[src/rtl/scan_tap_pkg.sv]
package scan_tap_pkg;

  typedef enum logic [3:0] {
    ST_EX2DR   = 4'h0,
    ST_EX1DR   = 4'h1,
    ST_SHDR    = 4'h2,
    ST_PAUSEDR = 4'h3,
    ST_SELIR   = 4'h4,
    ST_UPDDR   = 4'h5,
    ST_CAPDR   = 4'h6,
    ST_SELDR   = 4'h7,
    ST_EX2IR   = 4'h8,
    ST_EX1IR   = 4'h9,
    ST_SHIR    = 4'hA,
    ST_PAUSEIR = 4'hB,
    ST_IDLE    = 4'hC,
    ST_UPDIR   = 4'hD,
    ST_CAPIR   = 4'hE,
    ST_TLR     = 4'hF
  } tapStateT;

  // strobes from control to datapath, all valid for the current state
  typedef struct packed {
    logic captureIr;
    logic shiftIr;
    logic updateIr;
    logic captureDr;
    logic shiftDr;
    logic shiftAny;
  } tapStrobeT;

endpackage

[src/rtl/scan_tap_ctrl.sv]
module scan_tap_ctrl
  import scan_tap_pkg::*;
(
  input  logic      tck,
  input  logic      rstN,
  input  logic      tms,
  output tapStateT  state,
  output logic      scanOwn,
  output tapStrobeT strobe
);

  tapStateT nextState;

  always_comb begin
    case (state)
      ST_TLR:     nextState = tms ? ST_TLR   : ST_IDLE;
      ST_IDLE:    nextState = tms ? ST_SELDR : ST_IDLE;
      ST_SELDR:   nextState = tms ? ST_SELIR : ST_CAPDR;
      ST_CAPDR:   nextState = tms ? ST_EX1DR : ST_SHDR;
      ST_SHDR:    nextState = tms ? ST_EX1DR : ST_SHDR;
      ST_EX1DR:   nextState = tms ? ST_UPDDR : ST_PAUSEDR;
      ST_PAUSEDR: nextState = tms ? ST_EX2DR : ST_PAUSEDR;
      ST_EX2DR:   nextState = tms ? ST_UPDDR : ST_SHDR;
      ST_UPDDR:   nextState = tms ? ST_SELDR : ST_IDLE;
      ST_SELIR:   nextState = tms ? ST_TLR   : ST_CAPIR;
      ST_CAPIR:   nextState = tms ? ST_EX1IR : ST_SHIR;
      ST_SHIR:    nextState = tms ? ST_EX1IR : ST_SHIR;
      ST_EX1IR:   nextState = tms ? ST_UPDIR : ST_PAUSEIR;
      ST_PAUSEIR: nextState = tms ? ST_EX2IR : ST_PAUSEIR;
      ST_EX2IR:   nextState = tms ? ST_UPDIR : ST_SHIR;
      ST_UPDIR:   nextState = tms ? ST_SELDR : ST_IDLE;
      default:    nextState = ST_TLR;
    endcase
  end

  // ownership latch: claimed by a low tms, released on entry to reset state
  always_ff @(posedge tck or negedge rstN) begin
    if (!rstN) begin
      state   <= ST_TLR;
      scanOwn <= 1'b0;
    end else begin
      state <= nextState;
      if (nextState == ST_TLR) scanOwn <= 1'b0;
      else if (!tms)           scanOwn <= 1'b1;
    end
  end

  always_comb begin
    strobe.captureIr = (state == ST_CAPIR);
    strobe.shiftIr   = (state == ST_SHIR);
    strobe.updateIr  = (state == ST_UPDIR);
    strobe.captureDr = (state == ST_CAPDR);
    strobe.shiftDr   = (state == ST_SHDR);
    strobe.shiftAny  = (state == ST_SHDR) || (state == ST_SHIR);
  end

endmodule

[src/rtl/scan_tap_dp.sv]
module scan_tap_dp
  import scan_tap_pkg::*;
#(
  parameter int                  IR_WIDTH  = 4,
  parameter int                  ID_WIDTH  = 32,
  parameter logic [ID_WIDTH-1:0] ID_VALUE  = 32'h4A3790C5,
  parameter logic [IR_WIDTH-1:0] OP_IDCODE = 4'b0001
)(
  input  logic      tck,
  input  logic      rstN,
  input  logic      tdi,
  input  tapStrobeT strobe,
  output logic      tdo,
  output logic      tdoEn
);

  localparam logic [IR_WIDTH-1:0] IR_CAPTURE = IR_WIDTH'(1);

  logic [IR_WIDTH-1:0] irShift;
  logic [IR_WIDTH-1:0] irActive;
  logic [ID_WIDTH-1:0] idShift;
  logic                bypassBit;
  logic                serialOut;
  logic                idSelected;

  assign idSelected = (irActive == OP_IDCODE);

  always_ff @(posedge tck or negedge rstN) begin
    if (!rstN) begin
      irShift   <= '0;
      irActive  <= OP_IDCODE;
      idShift   <= ID_VALUE;
      bypassBit <= 1'b0;
    end else begin
      if (strobe.captureIr)     irShift <= IR_CAPTURE;
      else if (strobe.shiftIr)  irShift <= {tdi, irShift[IR_WIDTH-1:1]};
      if (strobe.updateIr)      irActive <= irShift;
      if (strobe.captureDr) begin
        idShift   <= ID_VALUE;
        bypassBit <= 1'b0;
      end else if (strobe.shiftDr) begin
        idShift   <= {tdi, idShift[ID_WIDTH-1:1]};
        bypassBit <= tdi;
      end
    end
  end

  always_comb begin
    if (strobe.shiftIr)  serialOut = irShift[0];
    else if (idSelected) serialOut = idShift[0];
    else                 serialOut = bypassBit;
  end

  // output stage launches on the falling edge
  always_ff @(negedge tck or negedge rstN) begin
    if (!rstN) begin
      tdo   <= 1'b0;
      tdoEn <= 1'b0;
    end else begin
      tdo   <= serialOut;
      tdoEn <= strobe.shiftAny;
    end
  end

endmodule

[src/rtl/scan_port_ctrl.sv]
module scan_port_ctrl
  import scan_tap_pkg::*;
#(
  parameter int                  IR_WIDTH  = 4,
  parameter int                  ID_WIDTH  = 32,
  parameter logic [ID_WIDTH-1:0] ID_VALUE  = 32'h4A3790C5,
  parameter logic [IR_WIDTH-1:0] OP_IDCODE = 4'b0001
)(
  input  logic       tck,
  input  logic       porN,
  input  logic       trstN,
  input  logic       tms,
  input  logic       tdi,
  input  logic       cfgDedicated,
  input  logic       cfgTrstReserved,
  output logic       tdo,
  output logic       tdoEn,
  output logic       tckSel,
  output logic       tdiSel,
  output logic       tdoSel,
  output logic       trstSel,
  output logic [3:0] tapState
);

  logic      rstN;
  logic      scanOwn;
  tapStateT  state;
  tapStrobeT strobe;

  assign rstN = porN & (trstN | ~cfgTrstReserved);

  scan_tap_ctrl u_ctrl (
    .tck     (tck),
    .rstN    (rstN),
    .tms     (tms),
    .state   (state),
    .scanOwn (scanOwn),
    .strobe  (strobe)
  );

  scan_tap_dp #(
    .IR_WIDTH  (IR_WIDTH),
    .ID_WIDTH  (ID_WIDTH),
    .ID_VALUE  (ID_VALUE),
    .OP_IDCODE (OP_IDCODE)
  ) u_dp (
    .tck    (tck),
    .rstN   (rstN),
    .tdi    (tdi),
    .strobe (strobe),
    .tdo    (tdo),
    .tdoEn  (tdoEn)
  );

  assign tckSel   = cfgDedicated | scanOwn;
  assign tdiSel   = cfgDedicated | scanOwn;
  assign tdoSel   = cfgDedicated | scanOwn;
  assign trstSel  = cfgTrstReserved;
  assign tapState = state;

endmodule

[config.mk]
export PLATFORM = sky130hd
export DESIGN_NAME = scan_port_ctrl
export DESIGN_NICKNAME = d
export VERILOG_FILES = /design/src/rtl/scan_tap_pkg.sv /design/src/rtl/scan_tap_ctrl.sv /design/src/rtl/scan_tap_dp.sv /design/src/rtl/scan_port_ctrl.sv
export SDC_FILE = /design/constraint.sdc
export NUM_CORES = 1
export LEC_CHECK = 0
export BUFFER_PORTS_ARGS = -buffer_cell sky130_fd_sc_hd__buf_2
export CORE_MARGIN = 2
export CORE_UTILIZATION = 60
export CTS_CLUSTER_SIZE = 25
export DETAILED_ROUTE_END_ITERATION = 12
export GPL_ROUTABILITY_DRIVEN = 0
export PLACE_DENSITY = 0.8
export SLEW_MARGIN = 20
export SYNTH_ARGS = -nofsm -noshare
export SYNTH_HDL_FRONTEND = slang
export SYNTH_SLANG_ARGS = --single-unit
[constraint.sdc]
create_clock -name tck -period 13.9 [get_ports tck]
set_clock_uncertainty 0.05 [all_clocks]
set_input_delay 2.78 -clock tck [delete_from_list [all_inputs] [get_ports tck]]
set_output_delay 2.78 -clock tck [all_outputs]
set_load 0.005 [all_outputs]
-- Word level (Yosys, flattened, before mapping)
Index checks and enable logic that the tools add are counted.
- bits in registers: 48
- equal/unequal tests: 18
- multiplexer cells: 23
- bitwise logic cells: 4
- reduce and logical (&&, ||, !) cells: 7
- operators by type and width (kind ; count):
    32-bit two-way mux ; 2
    4-bit case mux with 12 select lines ; 1
    4-bit equality test, second input constant ; 9
    4-bit by 3-bit equality test with 1-bit output, second input constant ; 4
    2-bit two-way mux ; 6
    3-bit two-way mux ; 4
    4-bit two-way mux ; 3
    4-bit by 1-bit equality test with 1-bit output, second input constant ; 2
    4-bit by 2-bit equality test with 1-bit output, second input constant ; 2
    1-bit two-way mux ; 7
    4-bit logical NOT ; 1
    2-bit nonzero test ; 2
    2-bit OR reduction ; 2
    3-bit OR reduction ; 1
    2-bit by 1-bit != test with 1-bit output, second input constant ; 1
    1-bit bitwise OR ; 2
    1-bit bitwise AND ; 1
    1-bit logical OR ; 1
    1-bit NOT ; 1

-- Depth between registers and ports, before layout
Gate-level depths: netlist of the first run.
- depth after elaboration: 5
- depth in mapped cells: 5

-- By module
From an unflattened synthesis of the first run, not the netlist that was laid out.
- cells, all modules: 170
- area total of the unflattened synthesis: 2129.5 um^2
- by module, submodules not included (module ; instances ; cells an instance ; area an instance (um^2) ; seq. area each (um^2)):
    scan_tap_dp ; 1 ; 130 ; 1759.2 ; 1069.8
    scan_tap_ctrl ; 1 ; 34 ; 330.3 ; 130.1
    scan_port_ctrl ; 1 ; 6 ; 40.0 ; 0.0

==> results of run 1 <==
[layout by cell type, fill, tap and decap left out, drive strengths merged, types with 2 or more instances in the layout]
| cell type | instances |
|---|---|
| nand3 | 2 |
| dfrtn | 2 |
| nand2 | 11 |
| o22a | 13 |
| a22o | 19 |
| nor3b | 2 |
| clkbuf | 7 |
| dfrtp | 26 |
| a21oi | 2 |
| nor2 | 2 |
| buf | 17 |
| nand2b | 6 |
| dfstp | 19 |
| nor2b | 2 |
| or3b | 2 |
| o21ai | 7 |
| mux2 | 6 |
[worst reg2reg max path, delay by kind of cell, from the launching register on]
kind,cells,cell delay (ns)
flip-flops,1,0.55
AND/OR/NAND/NOR,1,0.31
multiplexers,2,0.64
[kinds of logic after synthesis]
logic type,Yosys count,share of synthesized area (%)
AOI/OAI and AO/OA,46,19.3
buffers and inverters,14,4.46
DFF,47,63.0
muxes,6,3.55
and+or+nand+nor,32,9.72
[metal layers]
layer	global-route usage [%]	up-vias
li1	-	548
met1	26.6	568
met2	29.0	25
met3	6.40	5
met4	5.71	0
met5	0	-
[power by group]
group          total (mW)  leakage (nW)  internal, mW  switching (mW)
logic               0.124         0.290        0.0721          0.0518
clock network      0.0587        0.0293        0.0198          0.0389
registers           0.265         0.567         0.214          0.0501
[sequential cells by signal, indices dropped and copies added, names as in the netlist]
name            cells
u_ctrl.scanOwn      1
u_ctrl.state        4
u_dp.idShift       32
u_dp.irActive       4
u_dp.irShift        4
u_dp.tdo            1
u_dp.tdoEn          1
[layout make-up]
class / instances / area, sq um
inverters: 1 / 3.75
well taps: 44 / 55.1
clock inverters: 1 / 5.00
repair buffers: 17 / 87.6
fillers: 235 / 997
flip-flops and latches: 47 / 1200
clock buffers: 7 / 45.0
multi-input cells: 84 / 634
[through the flow]
step / total power [mW] / hold WS, ns / util [%]
floorplan: 0.361 / 0.385 / -
global placement: 0.383 / 0.394 / 65.3
detailed placement: 0.393 / 0.402 / 65.3
CTS: 0.451 / 0.420 / 67.0
global route: 0.484 / 0.443 / 67.1
finish: 0.447 / 0.420 / 67.1
[worst paths after layout]
check | from | cells past startpoint | end
worst max-delay path | u_dp.tdoEn$_DFF_NN0_ | 1 | tdoEn
worst min-delay path | u_dp.idShift[30]$_DFFE_PN1N_ | 2 | u_dp.idShift[30]$_DFFE_PN1N_
worst max register to register | u_dp.irActive[0]$_DFFE_PN1P_ | 3 | u_dp.tdo$_DFF_NN0_
worst min register to register | u_dp.idShift[30]$_DFFE_PN1N_ | 2 | u_dp.idShift[30]$_DFFE_PN1N_
max in group asynchronous | trstN | 4 | u_dp.tdoEn$_DFF_NN0_
min in group asynchronous | porN | 3 | u_dp.irShift[3]$_DFFE_PN0N_
==> reports/summary.txt, run 1 <==
Final Hold Fails: 0
Worst-Margin Slew: 0.884 ns
CTS resizes: 0
Drt initial violations: 69
Vias in the first global route: 1071
Crit path DAT: 7.77 ns
Sum of negative setup slack: 0 ns
Postcts setup bufs: 0
Drt drc: 0
Largest net degree at the start of global routing: 48
RSZ-0062 raised after global routing: false
Slew Limit Fails: 0
Synth top area cells: dfrtp_1, dfstp_2, a22o_1
CTS buffer count: 5
Post-synth EDFFs: 0
CP peak stage delay: 0.39 ns
Syn Nets: 152
Height of the die: 60.4 um
Max-cap viol count: 0
CP cell instances: buf_2
Crit-path max FO: 1
Post-synth top cells: dfrtp_1, a22o_1, dfstp_2, o22a_1, nand2_1
YS warnings: 0
Via count: 1146
Synth Register Bits: 47
Sequential-to-total area share from yosys stat: 63.0%
Synth unique cells: 30
GRT Util Overall: 19.2%
CTS tree: built
Most frequent cell after synthesis: dfrtp_1
DRT Pass-1 Iters: 4
Initial antenna violation count: 0
CTS sink cnt: 47
DP HPWL: 1940 um
Hold Path Class: register to register
Final Net Count: 163
Hold buffers post-CTS: 0
Slew headroom: 40.8%
Critical-path top delay cell: dfrtn_1
Design Area, Final: 2030 sq um
Routed wl met3: 127 um
Worst skew pair latency: 0.35 ns
Full die area: 3640 sq um
Met1 wire length: 1350 um
CP Data Required Time: 11.07 ns
Via density: 5.70
Number of H-tree levels: 2
Uppermost layer routed: met4
Setup ws final: 3.30 ns
Cell count after synthesis: 145
Pwr dens: 220 nW/um^2
Non-filler instance count after layout: 201
Startpoint types: register
Clk pin slew, worst setup/hold paths: 0.12 ns
Ports: 17
Syn_area_per_cell: 13.1 sq um
Top delay family on crit path: flip-flops
Post-placement setup slack: 3.48 ns
Routed wire length: 2960 um
First-pass GRT wire length: 5080 um
Outcome: complete, no violations
Final setup viols: 0
CTS Buffer Depth: 2
Yosys top cell area share: 34.1%
Peak supply drop: 152 uV
Reg2Reg Setup Slack: 5.25 ns
Predominant post-synthesis flop cell: dfrtp_1
N_diodes: 0
Setup crit end kind: output pin
IO Port Bufs: 16
Mapped Area: 1910 sq um
Wire length per cell: 14.7 um
Gr ovfl total: 0
Antenna-violating nets left: 0
Leak pwr: 0.886 nW
Worst Path Buf+Inv: 1
Core outline area: 3030 sq um
Clock Tree Root: clkbuf_4
Async SR Flop Fraction: 100%
Share of cells above drive strength 1: 29.9%
Placed cell areas: 1980 sq um
Met2 WL post-DR: 1440 um
Placed Instances: 193
Initial core utilization: 62.9%
Die Width: 60.4 um
Core Rows: 20
CP Class: register to output pin
Synthesis-to-finish area growth: 6.57%
Leading area contributor after synthesis: dfrtp_1
Note: power is estimated with default switching activity, not from simulation.
==> run 2: changes to the inputs <==
CORE_UTILIZATION = 57   (was 60)
PLACE_DENSITY = 0.77   (was 0.8)
clock period = 10.8 ns   (was 13.9 ns; I/O delays follow)
==> run 2 against run 1 <==
Effect of this change: cell count stayed put; largest power group unchanged; die area is 4.9% higher; global-route usage is 0.18 points lower; via count is 2.4% higher; final area up 1.8%; non-clock buffer count stayed put.
==> reports/summary.txt, run 2 (synthesis gave the netlist of run 1 again) <==
Reg with most FFs: u_dp.idShift
CP Class: register to output pin
Final Net Count: 163
Worst Path Buf+Inv: 1
Filler cells: 230
Design Area, Final: 2070 sq um
Slew Limit Fails: 0
Max-cap viol count: 0
CP peak stage delay: 0.39 ns
Sum of negative setup slack: 0 ns
Startpoint types: register
Ports: 17
Hold Path Class: register to register
Clk pin slew, worst setup/hold paths: 0.13 ns
Top delay family on crit path: flip-flops
Via count: 1174
Worst setup path start: u_dp.tdo$_DFF_NN0_
Hold buffers post-CTS: 0
Largest net degree at the start of global routing: 36
Leak pwr: 0.905 nW
CP cell instances: buf_2
Vias in the first global route: 1151
Routed wire length: 3050 um
Via density: 5.84
Full die area: 3820 sq um
Crit path DAT: 6.23 ns
Setup crit end kind: output pin
Drt drc: 0
RSZ-0062 raised after global routing: false
Most common cell after layout, fill and taps aside: dfrtp_1
Initial antenna violation count: 0
Placed cell areas: 1980 sq um
IO Port Bufs: 16
Synthesis-to-finish area growth: 8.47%
Slew headroom: 40.5%
Drt initial violations: 50
Share of cells above drive strength 1: 31.2%
Peak supply drop: 180 uV
Most frequent cells in the layout: dfrtp_1, a22o_1, dfstp_2
Wire length per cell: 15.1 um
Initial core utilization: 60.9%
CTS Buffer Depth: 2
DP HPWL: 2010 um
Worst skew pair latency: 0.35 ns
CTS buffer count: 5
GRT Util Overall: 19.0%
CTS resizes: 0
Core outline area: 3130 sq um
CP Data Required Time: 8.59 ns
Critical-path top delay cell: dfrtn_1
Worst-Margin Slew: 0.889 ns
Final setup viols: 0
First-pass GRT wire length: 5180 um
Die Width: 61.8 um
DRT Pass-1 Iters: 4
Postcts setup bufs: 0
Launch point of the worst reg-to-reg path: u_dp.irActive[0]$_DFFE_PN1P_
N_diodes: 0
Outcome: complete, no violations
Final core utilization: 66.1%
Clock Tree Root: clkbuf_4
Hold path start: u_dp.idShift[30]$_DFFE_PN1N_
Final Hold Fails: 0
Height of the die: 61.8 um
Gr ovfl total: 0
CTS tree: built
Pwr dens: 294 nW/um^2
Core Rows: 20
Crit-path max FO: 1
CTS sink cnt: 47
Antenna-violating nets left: 0
Max reg flops: 32
Number of H-tree levels: 2
==> run 2: cell count changes in the layout (fill, tap and decap cells not counted), sizes merged <==
cell	delta
clkbuf	-1
bufinv	+1
==> run 2: worst paths after layout <==
| kind | depth (start not counted) | to | slack [ns] |
|---|---|---|---|
| max reg2reg | 3 | u_dp.tdo$_DFF_NN0_ | 3.70 |
| max in group asynchronous | 4 | u_dp.tdo$_DFF_NN0_ | 2.78 |
| min in group asynchronous | 2 | u_dp.irShift[1]$_DFFE_PN0N_ | 1.78 |
| min | 2 | u_dp.idShift[30]$_DFFE_PN1N_ | 0.42 |
| min reg2reg | 2 | u_dp.idShift[30]$_DFFE_PN1N_ | 0.42 |
| max | 1 | tdo | 2.36 |
==> run 2: through the flow <==
stage | total power [mW] | setup WS, ns | hold slack (ns) | cells
after global routing | 0.654 | 2.31 | 0.448 | 201
after CTS | 0.617 | 2.35 | 0.425 | 201
after floorplan | 0.465 | 0.321 | 0.385 | 145
final | 0.609 | 2.36 | 0.418 | 201
after detailed placement | 0.507 | 2.36 | 0.407 | 193
after global placement | 0.495 | 2.39 | 0.392 | 193
==> run 2: report_power, final <==
group / internal (mW) / switching (mW)
sequential: 0.276 / 0.0636
clock: 0.0547 / 0.0525
combinational: 0.0929 / 0.0689
==> run 2: layer usage <==
layer	GRT usage (%)	vias to the layer above	routed length, um
met3	6.83	4	87
li1	-	551	-
met2	29.9	10	1540
met1	24.9	609	1380
met4	5.47	0	33
met5	0	-	0
==> run 2: area by class of cell <==
cell class	count	area [sq um]	area share, %
Inverter	1	3.75	0.182
Multi-Input combinational cell	84	634	30.7
Tap cell	44	55.1	2.66
Clock inverter	2	35.0	1.69
Sequential cell	47	1200	58.1
Clock buffer	6	51.3	2.48
Timing Repair Buffer	17	87.6	4.24
==> run 3: changes to the inputs <==
clock period = 8.3 ns   (was 10.8 ns; I/O delays follow)
==> run 3 against run 2 <==
Effect of this change: non-clock buffer count did not move; first-iteration DRC count grew 78%; combinational power rose by 29%; critical path depth is the same; sequential share of layout area increased by 0.53 points; power up 25%; critical path type unchanged; largest power group unchanged; critical endpoint is now tdoEn; flip-flop and latch count stayed put; sequential power increased by 30%.
==> reports/summary.txt, run 3 (synthesis gave the netlist of run 1 again) <==
Hold path start: u_dp.idShift[30]$_DFFE_PN1N_
Pwr dens: 372 nW/um^2
Hold buffers post-CTS: 0
Startpoint types: register
CP Class: register to output pin
Vias in the first global route: 1102
Worst setup path start: u_dp.tdoEn$_DFF_NN0_
CTS buffer count: 5
Postcts setup bufs: 0
Wire length per cell: 15.0 um
CP Data Required Time: 6.59 ns
Worst skew pair latency: 0.35 ns
Filler cells: 260
N_diodes: 0
Synthesis-to-finish area growth: 7.48%
Worst-Margin Slew: 0.906 ns
Crit path depth: 1
Height of the die: 61.8 um
Clock Tree Root: clkbuf_4
Setup ws final: 1.60 ns
Top delay family on crit path: flip-flops
GRT Util Overall: 18.5%
Full die area: 3820 sq um
RSZ-0062 raised after global routing: false
Drt drc: 0
Initial core utilization: 60.9%
Largest net degree at the start of global routing: 26
Via density: 5.74
Setup crit end kind: output pin
Critical Path Sink: tdoEn
IO Port Bufs: 16
Multi-input gate area: 634 sq um
Most common cell after layout, fill and taps aside: dfrtp_1
Worst Path Buf+Inv: 1
First-pass GRT wire length: 5010 um
CP cell instances: buf_2
Max reg flops: 32
Gr ovfl total: 0
Final setup viols: 0
Most frequent cells in the layout: dfrtp_1, a22o_1, dfstp_2
Critical-path top delay cell: dfrtn_1
Final Hold Fails: 0
R2r endpoint: u_dp.tdo$_DFF_NN0_
Worst reg-to-reg path cell count: 3
Sum of negative setup slack: 0 ns
CTS sink cnt: 47
Reg with most FFs: u_dp.idShift
Number of H-tree levels: 2
CTS resizes: 0
Share of cells above drive strength 1: 31.2%
Clk pin slew, worst setup/hold paths: 0.12 ns
Hold Path Class: register to register
CTS Buffer Depth: 2
Slew Limit Fails: 0
Routed wire length: 3010 um
Non-filler instance count after layout: 201
Die Width: 61.8 um
Core outline area: 3130 sq um
Final Net Count: 163
Slew headroom: 39.3%
Via count: 1153
Max-cap viol count: 0
Core Rows: 20
Post-placement setup slack: 1.82 ns
Outcome: complete, no violations
Drt initial violations: 89
Placed Instances: 193
Leak pwr: 0.891 nW
Antenna-violating nets left: 0
Storage cell area: 1200 sq um
Launch point of the worst reg-to-reg path: u_dp.irActive[0]$_DFFE_PN1P_
Ports: 17
CTS tree: built
Crit-path max FO: 1
DRT Pass-1 Iters: 4
Crit path DAT: 4.99 ns
Initial antenna violation count: 0
Reg2Reg Setup Slack: 2.47 ns
DP HPWL: 2000 um
Peak supply drop: 195 uV
CP peak stage delay: 0.41 ns
run 3: cell count changes in the layout (fill, tap and decap cells not counted), sizes merged:
cell,previous run,this run
bufinv,1,0
clkinvlp,0,1
run 3: report_power, final:
part           internal (mW)  switching, mW  leakage (nW)
Clock                 0.0418         0.0686        0.0345
Sequential             0.359         0.0828         0.567
Combinational          0.121         0.0884         0.290
run 3: final cells by class:
class	instances	area share [%]
sequential	47	58.6
clock buffer	6	2.50
timing repair buffer	17	4.28
clock inverter	2	0.794
multi-input combinational	84	31.0
tap	44	2.69
inverter	1	0.183
run 3: layer usage:
metal / GRT usage, % / share of wire (%) / vias up
met1: 22.5 / 44 / 586
li1: - / - / 551
met5: 0 / 0 / -
met4: 5.47 / 1.0 / 0
met2: 30.8 / 52 / 12
met3: 6.83 / 2.8 / 4
run 3: through the flow:
stage / power (mW) / utilization (%) / hold WS, ns / area, sq um
floorplan: 0.605 / - / 0.385 / 1910
global placement: 0.645 / 63.2 / 0.395 / 1980
detailed placement: 0.659 / 63.2 / 0.416 / 1980
CTS: 0.774 / 65.4 / 0.434 / 2050
global route: 0.819 / 65.5 / 0.442 / 2050
finish: 0.762 / 65.5 / 0.421 / 2050
run 3: worst min path at each step:
stage / cells after the start / slack (ns) / endpoint
after CTS: 2 / 0.43 / u_dp.idShift[30]$_DFFE_PN1N_
after global placement: 2 / 0.39 / u_dp.idShift[30]$_DFFE_PN1N_
final: 2 / 0.42 / u_dp.idShift[30]$_DFFE_PN1N_
after detailed placement: 2 / 0.42 / u_dp.idShift[30]$_DFFE_PN1N_
after global routing: 2 / 0.44 / u_dp.idShift[30]$_DFFE_PN1N_
after floorplan: 2 / 0.38 / u_dp.idShift[30]$_DFFE_PN1N_
